==> config.mk <==
export PLATFORM = sky130hd
export DESIGN_NAME = bus_arbiter
export DESIGN_NICKNAME = d
export VERILOG_FILES = /design/src/rtl/arb_pkg.sv /design/src/rtl/arb_req_mask.sv /design/src/rtl/arb_prio_enc.sv /design/src/rtl/arb_owner_track.sv /design/src/rtl/bus_arbiter.sv
export SDC_FILE = /design/constraint.sdc
export NUM_CORES = 1
export LEC_CHECK = 0
export ABC_AREA = 1
export BUFFER_PORTS_ARGS = -buffer_cell sky130_fd_sc_hd__buf_2
export CORE_UTILIZATION = 25
export CTS_CLUSTER_SIZE = 25
export DETAILED_ROUTE_END_ITERATION = 10
export GPL_TIMING_DRIVEN = 0
export PLACE_DENSITY = 0.51
export SKIP_CTS_REPAIR_TIMING = 1
export SYNTH_ARGS = -nofsm -noshare
export SYNTH_HDL_FRONTEND = slang
export SYNTH_HIERARCHICAL = 1
export SYNTH_SLANG_ARGS = --single-unit
==> constraint.sdc <==
create_clock -name clk -period 0.9 [get_ports clk]
set_clock_uncertainty 0.1 [all_clocks]
set_input_delay 0.09 -clock clk [delete_from_list [all_inputs] [get_ports clk]]
set_output_delay 0.09 -clock clk [all_outputs]
set_load 0.005 [all_outputs]
==> src/rtl/arb_pkg.sv <==
package arb_pkg;

  // Which kind of master currently owns the bus
  typedef enum logic [1:0] {
    SRC_CPU  = 2'd0,
    SRC_RFSH = 2'd1,
    SRC_DMA  = 2'd2
  } src_e;

  // An edge is a decision point when the bus is free or a cycle ends
  function automatic logic is_arb_point(input logic idle, input logic last);
    return idle | last;
  endfunction

  // Pick the next owner kind from the request picture
  function automatic src_e pick_src(input logic rfsh, input logic gap,
                                    input logic any_dma);
    if (rfsh)
      return SRC_RFSH;
    else if (gap || any_dma)
      return SRC_DMA;
    else
      return SRC_CPU;
  endfunction

endpackage

==> src/rtl/arb_req_mask.sv <==
module arb_req_mask #(
  parameter int N = 4
) (
  input  logic [N-1:0] req,
  input  logic [N-1:0] en,
  output logic [N-1:0] eligible
);
  for (genvar g = 0; g < N; g++) begin : g_mask
    assign eligible[g] = req[g] & en[g];
  end
endmodule

==> src/rtl/arb_prio_enc.sv <==
module arb_prio_enc #(
  parameter int N  = 4,
  parameter int IW = 2
) (
  input  logic [N-1:0]  vec,
  output logic          any,
  output logic [IW-1:0] idx
);
  // Lowest set index wins: scan downward so the last hit is the lowest
  always_comb begin
    any = 1'b0;
    idx = '0;
    for (int i = N - 1; i >= 0; i--) begin
      if (vec[i]) begin
        any = 1'b1;
        idx = IW'(i);
      end
    end
  end
endmodule

==> src/rtl/arb_owner_track.sv <==
module arb_owner_track #(
  parameter int IW = 2
) (
  input  logic          clk,
  input  logic          rst_n,
  input  logic          load,
  input  logic [IW-1:0] idx_in,
  output logic [IW-1:0] owner
);
  always_ff @(posedge clk or negedge rst_n) begin
    if (!rst_n)
      owner <= '0;
    else if (load)
      owner <= idx_in;
  end
endmodule

==> src/rtl/bus_arbiter.sv <==
module bus_arbiter #(
  parameter int NUM_CH = 4
) (
  input  logic              clk,
  input  logic              rst_n,
  input  logic              rfsh_req,
  input  logic [NUM_CH-1:0] ch_req,
  input  logic [NUM_CH-1:0] ch_en,
  input  logic              bus_idle,
  input  logic              xfer_last,
  input  logic              rw_gap,
  output logic [NUM_CH-1:0] gnt_ch,
  output logic              gnt_rfsh,
  output logic              gnt_cpu
);
  import arb_pkg::*;

  localparam int IW = (NUM_CH > 1) ? $clog2(NUM_CH) : 1;

  // Named internal events
  logic              arb_pt;
  logic [NUM_CH-1:0] eligible;
  logic              win_any;
  logic [IW-1:0]     win_idx;
  logic [IW-1:0]     owner;
  src_e              next_src;
  logic [IW-1:0]     next_idx;
  logic              owner_load;

  src_e              src_q;
  logic [IW-1:0]     idx_q;

  assign arb_pt = is_arb_point(bus_idle, xfer_last);

  arb_req_mask #(.N(NUM_CH)) i_mask (
    .req      (ch_req),
    .en       (ch_en),
    .eligible (eligible)
  );

  arb_prio_enc #(.N(NUM_CH), .IW(IW)) i_enc (
    .vec (eligible),
    .any (win_any),
    .idx (win_idx)
  );

  // Inside a gap the pending write half keeps its channel
  always_comb begin
    next_src = pick_src(rfsh_req, rw_gap, win_any);
    next_idx = rw_gap ? owner : win_idx;
  end

  assign owner_load = arb_pt && (next_src == SRC_DMA);

  arb_owner_track #(.IW(IW)) i_owner (
    .clk    (clk),
    .rst_n  (rst_n),
    .load   (owner_load),
    .idx_in (next_idx),
    .owner  (owner)
  );

  always_ff @(posedge clk or negedge rst_n) begin
    if (!rst_n) begin
      src_q <= SRC_CPU;
      idx_q <= '0;
    end else if (arb_pt) begin
      src_q <= next_src;
      idx_q <= next_idx;
    end
  end

  assign gnt_cpu  = (src_q == SRC_CPU);
  assign gnt_rfsh = (src_q == SRC_RFSH);

  for (genvar g = 0; g < NUM_CH; g++) begin : g_dec
    assign gnt_ch[g] = (src_q == SRC_DMA) && (idx_q == IW'(g));
  end

endmodule

==> flow_summary.toml, run 1 <==
[routing]
firstDrtPassIters = 1
vias_per_cell = 4.083
wl_per_cell_um = 7.565
antenna_left = 0
dr_total_vias = 441
m1WireLength_um = 327
routed.top_layer = "met4"
drt-initial-drc-count = 0
dr_wl_met2_um = 426
drc = 0
routed-wl-met3_um = 43
wl_um = 817

[cells_and_area]
fin_cells = 108
mostFrequentLayoutCells = "nand2_1, buf_2, inv_1"
nNetsFinal = 108
design_area_um2 = 598.1
multi_input_area_um2 = 210.2
drive_gt1_frac = 0.4348
n_fill_cell = 170
seq_area_um2 = 150.1
layout_commonest_cell = "nand2_1"
area_growth_pct = 50.31
antenna_cells = 0
utilization = 0.4017

[critical_path]
cpLargestDelayFamily = "flip-flops"
r2r-start = "src_q[1]$_DFFE_PN0P_"
path_class = "reg -> out"
crit_slowest_cell = "dfrtp_1"
cpPeakStageDelay_ps = 390
critPathBufInv = 2
critPathRequiredTime_ps = 710
end_kind = "primary output"
crit_path_cell_trace = "inv_2 -> nand2_4 -> nor3_1 -> buf_2"
arrival_ps = 1030
cp-startpoint = "src_q[0]$_DFFE_PN0P_"
crit_fanout = 4
startpoint_type = "flop"

[yosys]
syn_area_per_cell_um2 = 6.121
yosys_warnings = 6
ys_ff_latch = 6
synth_fp_nets = 79
seq_area_frac_synth = 0.3774
yosys-top-cells-area = "dfrtp_1, nand2_1, inv_1"
yosysTopAreaCell = "dfrtp_1"
yosysTopAreaCellShare = 0.3774
synthCells = 65
synth.distinct_cells = 11
synthesis.area_um2 = 397.9

[die]
die_w_um = 41.90
die_y_um = 41.90
num_rows = 14
num_io_pins = 20
dieArea_um2 = 1755
start_util = 0.2672
core-area_um2 = 1489

[clock_network]
clk_latency_ps = 240
cts_tree = "yes"
htree_levels = 1
cts-root-buf = "clkbuf_4"
clockBufferDepth = 2
cts.sinks = 6
cts_made_buffers = 3
clk_pin_slew_ps = 40

[global_route]
gr-total-overflow = 0
grt_pass1_wl_mm = 1.276
antenna_found_initial = 0
grt_pass1_vias = 371
grt_max_degree = 7
grtUsageTotal = 0.09619

[power_and_ir_drop]
ir_worst_vdd_mv = 0.2931
p_leak_nw = 0.3838
power.density_nw_per_um2 = 1333
power_mw = 0.7975

[sta]
setup_slack_ps = -321.0
setup_violations = 6
hold_viol = 0
finalCritPeriodShare = 1.357
max_freq_mhz = 819.0
rsz0062_at_grt = "yes"
worst_pin_slew_ps = 199.6
period_needed_ps = 1221
slew_headroom = 0.8668
slew_viol_final = 0

[placed_design]
dp.cells = 100
post-dp-hpwl_um = 622.1
place.gp.congestion = 0.6935
place_area_um2 = 513.0
place_ws_ps = -126.0
port_buffers = 19

[run_status]
violations = "negative setup slack"
status = "finished, violations left"

[worst_hold_path]
hold_start = "rfsh_req"
hold_path.class = "in -> reg"

[job]
maxCapViolations = 0
==> synthesized netlist by cell type, drive strengths merged <==
library cell,n
a21oi,1
dfrtp,6
inv,16
nand2,30
nand3,1
nor2,5
nor3,5
o21ai,1
==> cell type report <==
class	instances	area share
tap	16	0.03347
multi-input combinational	43	0.3515
inverter	16	0.1004
timing repair buffer	24	0.2259
clock buffer	3	0.03766
sequential	6	0.2510
==> registers in the layout, indices dropped and copies added, names as in the netlist <==
signal	flops
i_owner/owner	2
idx_q	2
src_q	2
==> tightest hold or removal path, delay by kind of cell <==
family	cells	cell delay, ps
simple gates	2	120
buf+inv	2	110
==> metal layers <==
| layer | global-route usage | vias up |
|---|---|---|
| met2 | 0.1719 | 18 |
| met5 | 0 | - |
| met4 | 0.09677 | 0 |
| li1 | - | 244 |
| met1 | 0.09809 | 177 |
| met3 | 0 | 2 |
==> per-stage QoR <==
step / hold slack [ps] / TNS, ps
floorplan: -305.6 / 0
global placement: -181.3 / -535.0
detailed placement: -183.0 / -623.1
CTS: -443.6 / -1724
global route: 41.52 / -2059
finish: 30.31 / -1596
==> where the power goes <==
group	internal, mW	leakage, nW	switching [mW]
logic	0.106	0.293	0.114
registers	0.307	0.0768	0.0356
clock network	0.150	0.0138	0.0849
total	0.563	0.384	0.234
==> final timing paths <==
kind                       slack, ps  cells after the start                            to
max                             -320                      4                     gnt_ch[0]
min                               30                      4          src_q[1]$_DFFE_PN0P_
max reg2reg                       20                      3          src_q[1]$_DFFE_PN0P_
min reg2reg                      380                      2  i_owner/owner[1]$_DFFE_PN0P_
max in group asynchronous        460                      2          idx_q[0]$_DFFE_PN0P_
min in group asynchronous        100                      2          idx_q[1]$_DFFE_PN0P_
==> kinds of logic after synthesis <==
logic type	after synthesis	share of synthesized area
compound gates	2	0.03458
simple gates	41	0.4371
flops	6	0.3773
buf+inv	16	0.1509
Note: power is estimated with default switching activity, not from simulation.
==> run 2: changes to the inputs <==
PLACE_DENSITY = 0.52   (was 0.51)
==> flow_summary.toml, run 2 (same netlist as run 1, synthesis figures left out) <==
[sta]
whs_ps = 31.42
setup_tns_ps = -1608
max_freq_mhz = 816.3
rsz0062_at_grt = "yes"
period_needed_ps = 1225
slew_headroom = 0.8667
setup_slack_ps = -325.1
finalCritPeriodShare = 1.361
worst_pin_slew_ps = 199.7
slew_viol_final = 0
setup_violations = 6
hold_viol = 0

[critical_path]
crit_fanout = 4
crit_path_cell_trace = "inv_2 -> nor3_2 -> buf_2"
critPathRequiredTime_ps = 710
arrival_ps = 1040
rrSetupSlack_ps = 20
crit_slowest_cell = "dfrtp_1"
startpoint_type = "flop"
end_kind = "primary output"
cpPeakStageDelay_ps = 430
path_class = "reg -> out"

[cells_and_area]
drive_gt1_frac = 0.4945
nNetsFinal = 107
mostFrequentLayoutCells = "nand2_1, buf_2, inv_1"
utilization = 0.4134
layout_commonest_cell = "nand2_1"
area_growth_pct = 54.72
design_area_um2 = 615.6
largestRegisters = "i_owner/owner (2), idx_q (2), src_q (2)"
antenna_cells = 0
fin_cells = 107

[clock_network]
cts.sinks = 6
clockBufferDepth = 2
htree_levels = 1
clk_latency_ps = 240
cts-root-buf = "clkbuf_4"
cts_tree = "yes"
clk_pin_slew_ps = 40
cts_made_buffers = 3

[power_and_ir_drop]
power.density_nw_per_um2 = 1331
net-switching-power_mw = 0.2481
p_sw_frac = 0.3026
p_leak_nw = 0.3820
p_seq_frac = 0.429
power_mw = 0.8197
p_clk_frac = 0.291
pwr-share-comb = 0.280
p_int_mw = 0.5716
ir_worst_vdd_mv = 0.3613

[die]
num_io_pins = 20
die_w_um = 41.90
start_util = 0.2672
die_y_um = 41.90
dieArea_um2 = 1755
core-area_um2 = 1489
num_rows = 14

[global_route]
grtUsageTotal = 0.09701
grt_pass1_wl_mm = 1.248
grt_max_degree = 7
antenna_found_initial = 0
grt_pass1_vias = 360
gr-total-overflow = 0

[routing]
antenna_left = 0
firstDrtPassIters = 1
m1WireLength_um = 327
wl_um = 836
vias_per_cell = 4.159
drc = 0
wl_per_cell_um = 7.813
routed-wl-met3_um = 51
drt-initial-drc-count = 0
dr_total_vias = 445
routed.top_layer = "met4"
dr_wl_met2_um = 443

[run_status]
status = "finished, violations left"
violations = "negative setup slack"

[placed_design]
place_area_um2 = 513.0
post-dp-hpwl_um = 619.8
place_ws_ps = -143.1
dp.cells = 100
place.gp.congestion = 0.6650
port_buffers = 19

[job]
maxCapViolations = 0

[worst_hold_path]
hold_path.class = "in -> reg"
[run 2: cell count changes in the layout (fill, tap and decap cells not counted)]
cell	previous run	this run
buf_4	4	1
buf_6	0	2
dfrtp_1	6	4
dfrtp_2	0	2
inv_1	11	10
inv_2	5	6
nor2_1	4	2
nor2_2	1	2
nor2_4	0	1
nor3_1	2	1
nor3_2	3	4
[run 2: power by group through the flow]
stage                     logic, mW  clock network (mW)  registers [mW]
after global routing          0.263               0.272           0.355
final                         0.229               0.239           0.352
after global placement        0.171                   0           0.342
after floorplan               0.109                   0           0.333
after detailed placement      0.174                   0           0.340
after CTS                     0.174               0.250           0.338
[run 2: worst paths after layout]
| check | cells past startpoint | to | start |
|---|---|---|---|
| worst max register to register | 3 | idx_q[1]$_DFFE_PN0P_ | idx_q[1]$_DFFE_PN0P_ |
| worst min register to register | 2 | i_owner/owner[0]$_DFFE_PN0P_ | i_owner/owner[0]$_DFFE_PN0P_ |
| worst min-delay path | 4 | idx_q[0]$_DFFE_PN0P_ | bus_idle |
| worst max-delay path | 3 | gnt_ch[2] | idx_q[1]$_DFFE_PN0P_ |
| min in group asynchronous | 2 | i_owner/owner[0]$_DFFE_PN0P_ | rst_n |
| max in group asynchronous | 2 | src_q[1]$_DFFE_PN0P_ | rst_n |
[run 2: metal layers]
layer | GRT usage | vias to the layer above
met5 | 0 | -
met4 | 0.09677 | 0
met3 | 0.03043 | 2
met2 | 0.1531 | 20
met1 | 0.09783 | 182
li1 | - | 241
[run 2: area by class of cell]
class                      instances  area (µm²)
fill                             171       873.3
tap                               16       20.02
timing repair buffer              23       135.1
inverter                          16       60.06
multi-input combinational         43       225.2
sequential                         6       152.6
clock buffer                       3       22.52
[run 2: critical path: cells and delay by family (launching register included)]
kind | cells | cell delay [ps]
buffers and inverters | 2 | 210
flip-flops | 1 | 430
AND/OR/NAND/NOR | 1 | 170
